--- src/rtl/txbuf_pkg.sv ---
`timescale 1ns/1ps
// Shared operation encoding for the transactional access buffer.
package txbuf_pkg;
    typedef enum logic [2:0] {
        OP_NOP      = 3'd0,
        OP_LOAD     = 3'd1,
        OP_LOADX    = 3'd2,
        OP_STORE    = 3'd3,
        OP_COMMIT   = 3'd4,
        OP_ABORT    = 3'd5,
        OP_VALIDATE = 3'd6,
        OP_RSVD     = 3'd7
    } op_e;
endpackage

--- src/rtl/txbuf_entries.sv ---
`timescale 1ns/1ps
// Fully associative entry store. Entries are appended in allocation order
// and are only ever cleared all together. Assumes at most one entry per
// address, which holds because allocation happens only on a miss.
module txbuf_entries #(
    parameter int N  = 4,
    parameter int AW = 8,
    parameter int DW = 16,
    localparam int IW = (N > 1) ? $clog2(N) : 1,
    localparam int CW = $clog2(N + 1)
) (
    input  logic          clk,
    input  logic          rst_n,
    input  logic          clear,
    input  logic          acc_en,
    input  logic          acc_store,
    input  logic          acc_mark_wr,
    input  logic [AW-1:0] acc_addr,
    input  logic [DW-1:0] acc_mem,
    input  logic [DW-1:0] acc_wdata,
    output logic          hit,
    output logic [DW-1:0] hit_val,
    output logic          full,
    output logic [N-1:0]  wset,
    input  logic [AW-1:0] snp_addr,
    output logic          snp_any,
    output logic          snp_wset,
    input  logic [IW-1:0] rd_idx,
    output logic [AW-1:0] rd_addr,
    output logic [DW-1:0] rd_data
);
    logic [N-1:0]  vld;
    logic [N-1:0]  wr_f;
    logic [AW-1:0] addr_q [N];
    logic [DW-1:0] old_q  [N];
    logic [DW-1:0] new_q  [N];
    logic [CW-1:0] count;
    logic [N-1:0]  match;
    logic [N-1:0]  snp_m;
    logic [N-1:0]  alloc_sel;

    // Per-entry comparators for lookup, snooping and allocation select.
    for (genvar g = 0; g < N; g++) begin : gen_cmp
        assign match[g]     = vld[g] && (addr_q[g] == acc_addr);
        assign snp_m[g]     = vld[g] && (addr_q[g] == snp_addr);
        assign alloc_sel[g] = acc_en && !hit && (count == CW'(g));
    end

    assign hit      = |match;
    assign full     = (count == CW'(N));
    assign wset     = wr_f;
    assign snp_any  = |snp_m;
    assign snp_wset = |(snp_m & wr_f);
    assign rd_addr  = addr_q[rd_idx];
    assign rd_data  = new_q[rd_idx];

    // Value seen by a load hit: tentative for write-set entries, else old.
    always_comb begin
        hit_val = '0;
        for (int i = 0; i < N; i++) begin
            if (match[i]) hit_val = hit_val | (wr_f[i] ? new_q[i] : old_q[i]);
        end
    end

    // Occupancy count and per-entry flags.
    always_ff @(posedge clk) begin
        if (!rst_n || clear) begin
            vld   <= '0;
            wr_f  <= '0;
            count <= '0;
        end else if (acc_en) begin
            if (!hit && !full) count <= count + CW'(1);
            for (int i = 0; i < N; i++) begin
                if (alloc_sel[i]) begin
                    vld[i]  <= 1'b1;
                    wr_f[i] <= acc_mark_wr;
                end else if (match[i]) begin
                    wr_f[i] <= wr_f[i] | acc_mark_wr;
                end
            end
        end
    end

    // Address, old value and tentative value storage (no reset needed).
    always_ff @(posedge clk) begin
        for (int i = 0; i < N; i++) begin
            if (alloc_sel[i]) begin
                addr_q[i] <= acc_addr;
                old_q[i]  <= acc_mem;
                new_q[i]  <= acc_store ? acc_wdata : acc_mem;
            end else if (acc_en && match[i] && acc_store) begin
                new_q[i] <= acc_wdata;
            end
        end
    end
endmodule

--- src/rtl/txbuf_drain.sv ---
`timescale 1ns/1ps
// Write-back sequencer: holds the mask of entries still to be written and
// selects the lowest one each cycle. Assumes the entry data stays untouched
// while the mask is non-zero (the top stalls new ops).
module txbuf_drain #(
    parameter int N = 4,
    localparam int IW = (N > 1) ? $clog2(N) : 1
) (
    input  logic          clk,
    input  logic          rst_n,
    input  logic          load_en,
    input  logic [N-1:0]  load_mask,
    output logic          busy,
    output logic [IW-1:0] sel_idx
);
    logic [N-1:0] pend_q;

    assign busy = |pend_q;

    // Lowest pending entry is the next one written.
    always_comb begin
        sel_idx = '0;
        for (int i = N - 1; i >= 0; i--) begin
            if (pend_q[i]) sel_idx = IW'(i);
        end
    end

    // Load the write-set mask at commit, then retire one bit per cycle.
    always_ff @(posedge clk) begin
        if (!rst_n)       pend_q <= '0;
        else if (load_en) pend_q <= load_mask;
        else              pend_q <= pend_q & (pend_q - N'(1));
    end
endmodule

--- src/rtl/txbuf_ctrl.sv ---
`timescale 1ns/1ps
// Transactional access buffer controller. Decodes processor ops, keeps the
// sticky transaction status, folds same-cycle snoop conflicts and capacity
// overflow into it, and launches the write-back on a successful commit.
// Assumes memory returns mem_rd_data for mem_rd_addr in the same cycle.
module txbuf_ctrl #(
    parameter int AW    = 8,
    parameter int DW    = 16,
    parameter int DEPTH = 4,
    localparam int IW = (DEPTH > 1) ? $clog2(DEPTH) : 1
) (
    input  logic          clk,
    input  logic          rst_n,
    input  logic          op_valid,
    input  logic [2:0]    op_code,
    input  logic [AW-1:0] op_addr,
    input  logic [DW-1:0] op_wdata,
    output logic          op_ready,
    output logic          rsp_valid,
    output logic          rsp_ok,
    output logic [DW-1:0] rsp_data,
    input  logic          snp_valid,
    input  logic          snp_write,
    input  logic [AW-1:0] snp_addr,
    output logic [AW-1:0] mem_rd_addr,
    input  logic [DW-1:0] mem_rd_data,
    output logic          mem_wr_en,
    output logic [AW-1:0] mem_wr_addr,
    output logic [DW-1:0] mem_wr_data,
    output logic          busy
);
    import txbuf_pkg::*;

    op_e              op;
    logic             take, is_acc, is_load, is_end, is_commit, known;
    logic             hit, full, snp_any, snp_wset;
    logic [DW-1:0]    hit_val;
    logic [DEPTH-1:0] wset;
    logic [IW-1:0]    sel_idx;
    logic             overflow, conflict, still_ok, drain_go, ok_q;

    assign op        = op_e'(op_code);
    assign take      = op_valid && !busy;
    assign is_load   = (op == OP_LOAD) || (op == OP_LOADX);
    assign is_acc    = take && (is_load || (op == OP_STORE));
    assign is_commit = take && (op == OP_COMMIT);
    assign is_end    = is_commit || (take && (op == OP_ABORT));
    assign known     = (op != OP_NOP) && (op != OP_RSVD);
    assign overflow  = is_acc && !hit && full;
    assign conflict  = snp_valid && (snp_write ? snp_any : snp_wset);
    assign still_ok  = ok_q && !conflict && !overflow;
    assign drain_go  = is_commit && still_ok;

    assign op_ready    = !busy;
    assign mem_rd_addr = op_addr;
    assign mem_wr_en   = busy;

    txbuf_entries #(.N(DEPTH), .AW(AW), .DW(DW)) entries_i (
        .clk        (clk),
        .rst_n      (rst_n),
        .clear      (is_end),
        .acc_en     (is_acc),
        .acc_store  (op == OP_STORE),
        .acc_mark_wr(op != OP_LOAD),
        .acc_addr   (op_addr),
        .acc_mem    (mem_rd_data),
        .acc_wdata  (op_wdata),
        .hit        (hit),
        .hit_val    (hit_val),
        .full       (full),
        .wset       (wset),
        .snp_addr   (snp_addr),
        .snp_any    (snp_any),
        .snp_wset   (snp_wset),
        .rd_idx     (sel_idx),
        .rd_addr    (mem_wr_addr),
        .rd_data    (mem_wr_data)
    );

    txbuf_drain #(.N(DEPTH)) drain_i (
        .clk      (clk),
        .rst_n    (rst_n),
        .load_en  (drain_go),
        .load_mask(wset),
        .busy     (busy),
        .sel_idx  (sel_idx)
    );

    // Sticky status: doomed by conflict or overflow, renewed at commit/abort.
    always_ff @(posedge clk) begin
        if (!rst_n)                     ok_q <= 1'b1;
        else if (is_end)                ok_q <= 1'b1;
        else if (conflict || overflow)  ok_q <= 1'b0;
    end

    // Registered response one cycle after an accepted op.
    always_ff @(posedge clk) begin
        if (!rst_n) begin
            rsp_valid <= 1'b0;
            rsp_ok    <= 1'b0;
            rsp_data  <= '0;
        end else begin
            rsp_valid <= take && known;
            rsp_ok    <= (op == OP_ABORT) ? 1'b1 : still_ok;
            rsp_data  <= (is_acc && is_load) ? (hit ? hit_val : mem_rd_data) : '0;
        end
    end
endmodule

--- config.mk ---
export PLATFORM = sky130hd
export DESIGN_NAME = txbuf_ctrl
export DESIGN_NICKNAME = d
export VERILOG_FILES = /design/src/rtl/txbuf_pkg.sv /design/src/rtl/txbuf_entries.sv /design/src/rtl/txbuf_drain.sv /design/src/rtl/txbuf_ctrl.sv
export SDC_FILE = /design/constraint.sdc
export NUM_CORES = 1
export LEC_CHECK = 0
export BUFFER_PORTS_ARGS = -buffer_cell sky130_fd_sc_hd__buf_2
export CORE_AREA = 8 8 150 152
export CTS_CLUSTER_DIAMETER = 100
export DETAILED_ROUTE_END_ITERATION = 12
export DIE_AREA = 0 0 158 160
export PLACE_DENSITY = 0.64
export SYNTH_ARGS = -nofsm -noshare
export SYNTH_HDL_FRONTEND = slang
export SYNTH_SLANG_ARGS = --single-unit
--- constraint.sdc ---
create_clock -name clk -period 6.38 [get_ports clk]
set_clock_uncertainty 0.2 [all_clocks]
set_input_delay 0.319 -clock clk [delete_from_list [all_inputs] [get_ports clk]]
set_output_delay 0.319 -clock clk [all_outputs]
set_load 0.03 [all_outputs]
==> results.md <==
* Outcome: complete, no violations
* Sequence of cells on the critical path: xnor2_1, nand3_1, nor3_2, clkinv_1, o21ai_1, buf_4
* Total half-perimeter wirelength after legalization and detailed placement at 16500 um
* Aggregate global routing overflow at 0
* CTS tree: done
* Dominant register cell in the synthesized netlist: edfxtp_1
* Cell with the largest stage delay on the worst path: nor3_2
* Critical path type: flip-flop to flip-flop
* Ant. Diodes at 0
* Area of combinational cells with multiple inputs at 3190 um^2
* DRC Markers at 0
* Height of the die at 160 um
* Worst setup path startpoint: entries_i.addr_q[1][7]
* Slew at the pin closest to its max-slew limit at 1.02 ns
* Max-slew headroom at 31.5%
* DIE AREA at 25300 um^2
* Count of distinct cell types in the synthesized netlist at 55
* Worst setup slack after placement at 2.56 ns
* Final nets at 785
* Iteration-0 DRC count of the detailed router at 403
* Std cell rows at 52
* Peak Freq at 263 MHz
* Power per standard cell area at 256 nW/um^2
* Highest net fanout along the worst path at 10
* Count of nets left with antenna violations after detail routing at 0
* Area growth, synth to finish at 17.9%
* Nets in the synthesized netlist at 661
* Startpoint type of the worst setup path: flip-flop
* Cts bufs inserted at 17
* Initial core utilization at 44.4%
* Clock sinks at 194
* Post-synthesis cell area at 8890 um^2
* Final worst path period share at 59.7%
* Post-CTS clock slew at the launch and capture registers of the worst setup and hold paths at 0.07 ns
* RSZ-0062 raised after global routing: false
* Source-to-sink clock delay at the later pin of the worst-skew pair at 0.43 ns
* Number of enable-type register cells in the synthesized netlist at 160
* Layout cells sized above 1 at 30.5%
* Via count of the first global-routing pass at 6038
* Initial antenna violation count at 0
* First-pass GRT wire length at 36100 um
* Seq/Total Area, Yosys at 61.7%
* H-tree depth at 4
* Count of final hold-check violations at 0
* Post-detailed-route via-to-cell ratio at 5.76
* Final worst-path setup slack at 2.57 ns
* Syn Inst Count at 600
* Synth Area per Inst at 14.8 um^2
* Final critical delay including setup and external delays at 3.81 ns
* Core footprint at 20000 um^2
* Max incr delay on CP at 0.82 ns
* Type of destination of the critical path: flip-flop
* Setup-failing EPs final at 0
* Cell at the root of the clock tree: clkbuf_16
* Number of flip-flops and latches in the synthesized netlist at 194
* Worst voltage drop across the vdd grid at 179 uV
* RePlAce Congestion at 0.972
* Horizontal extent of the die at 158 um
* First-pass iteration count of the detailed router at 5
* Startpoint of the worst register-to-register path: entries_i.addr_q[1][7]
* Class of the tightest hold or removal check: primary input to flip-flop
* Total number of vias at 5802
* Leakage component of the power at 3.55 nW
* Average wire per standard cell at 23.9 um
* Crit-path leading delay family: simple AND/OR/NAND/NOR gates
* Final TNS setup at 0 ns
* Register area at 5490 um^2
* Number of I/O pins at 109
* Final standard cell count with taps included and fillers excluded at 1007
* Quantity of gates resized following cts at 0
* Count of yosys warnings during synthesis at 0
* Hold wc startpoint: op_addr[2]
* GRT Util Overall at 19.3%
* I/O Buffers at 108
* Worst-case clock buffer depth at 2
* Required time of the critical path at 6.31 ns
* Routed wire length at 24100 um
* Placed cell count at 958
* Final Slew Violations at 0
* Reported max-cap violation count at 0
* Filler cell count at 1739
* Async set or reset register ratio after synthesis at 0%
* Sum of buffers and inverters on the critical path at 2
* Data arrival, critical path at 3.74 ns
* Pin count of the biggest net entering global routing at 22
==> power breakdown <==
part	leakage (nW)	switching (mW)	internal [mW]
logic	1.52	0.120	0.0746
clock network	0.298	0.476	0.606
registers	1.72	0.0128	1.39
total	3.55	0.609	2.07
==> synthesized netlist by cell type, drive strengths merged, types with 6 or more instances <==
library cell / number / share of area, %
nor2: 11 / 0.46
dfxtp: 34 / 7.7
xnor2: 48 / 4.7
xor2: 17 / 1.7
inv: 9 / 0.38
o21ai: 7 / 0.39
a221oi: 6 / 0.59
a31oi: 10 / 0.70
o22a: 16 / 1.6
o21a: 6 / 0.51
edfxtp: 160 / 54
clkbuf: 15 / 0.65
nand4: 11 / 0.77
nand2: 36 / 1.5
buf: 21 / 1.4
and3: 7 / 0.51
nor3: 10 / 0.80
mux2i: 52 / 5.9
mux2: 29 / 3.7
a21oi: 10 / 0.56
mux4: 24 / 6.1
o22ai: 10 / 0.70
nand3: 12 / 0.73
==> area by class of cell <==
| cell class | count | share of cell area, % |
|---|---|---|
| clock buffers | 19 | 4.32 |
| multi-input cells | 359 | 30.4 |
| well taps | 270 | 3.22 |
| repair buffers | 141 | 7.92 |
| clock inverters | 13 | 1.38 |
| flip-flops and latches | 194 | 52.3 |
| inverters | 11 | 0.394 |
==> registers in the layout (all words and copies together), names as in the netlist <==
signal / count
rsp_ok: 1
entries_i.count: 3
rsp_data: 16
drain_i.pend_q: 4
entries_i.old_q: 64
ok_q: 1
rsp_valid: 1
entries_i.addr_q: 32
entries_i.new_q: 64
entries_i.wset: 4
entries_i.vld: 4
==> path summary, 6_finish.rpt <==
check / to / slack (ns) / depth (start not counted)
max reg2reg: entries_i.new_q[1][4] / 2.57 / 6
min reg2reg: drain_i.pend_q[2] / 0.33 / 2
max: entries_i.new_q[1][4] / 2.57 / 6
min: entries_i.addr_q[3][2] / 0.02 / 1
==> cell families after synthesis <==
group	count (synthesis)	synth area share, %
AO/OA/AOI/OAI	79	6.49
XOR/XNOR	65	6.40
adder cells (fa/ha/maj)	5	0.704
buffers and inverters	47	2.48
flip-flops	194	61.7
multiplexers	105	15.6
AND/OR/NAND/NOR	105	6.62
==> stage by stage <==
stage	instance area, um^2	util (%)	hold WS (ns)	power [mW]
6_report	10500	52.3	0.0157	2.68
5_1_grt	10500	52.3	0.0216	2.76
4_1_cts	10500	52.3	0.00384	2.70
3_5_place_dp	9720	48.5	0.319	1.62
3_3_place_gp	9720	48.5	0.303	1.62
2_1_floorplan	8890	-	0.218	1.54
==> routing by layer <==
layer	track usage [%]	part of all wire (%)	vias to the layer above
met3	4.24	7.6	40
met5	0	0	-
met2	31.1	49	260
met1	24.8	41	2930
met4	7.85	2.7	0
li1	-	-	2572
==> what timing repair did <==
| item | in CTS | in global routing |
|---|---|---|
| buffers inserted | 0 | 0 |
| endpoints found under the hold margin | 71 | 0 |
| hold buffers | 17 | 0 |
==> layout by cell type (no fill, tap or decap), drive strengths merged, types with 6 or more instances in the layout <==
cell type / synthesis / final
edfxtp: 160 / 160
buf: 21 / 124
mux2i: 52 / 52
xnor2: 48 / 48
nand2: 36 / 36
dfxtp: 34 / 34
mux2: 29 / 29
mux4: 24 / 24
clkbuf: 15 / 19
xor2: 17 / 17
dlygate4sd3: 0 / 17
o22a: 16 / 16
inv: 9 / 15
nand3: 12 / 12
nand4: 11 / 11
nor2: 11 / 11
a21oi: 10 / 10
a31oi: 10 / 10
o22ai: 10 / 10
nor3: 10 / 10
and3: 7 / 7
o21ai: 7 / 7
o21a: 6 / 6
a221oi: 6 / 6
clkinv: 2 / 6
No activity file was read; power rests on OpenSTA's default activity.
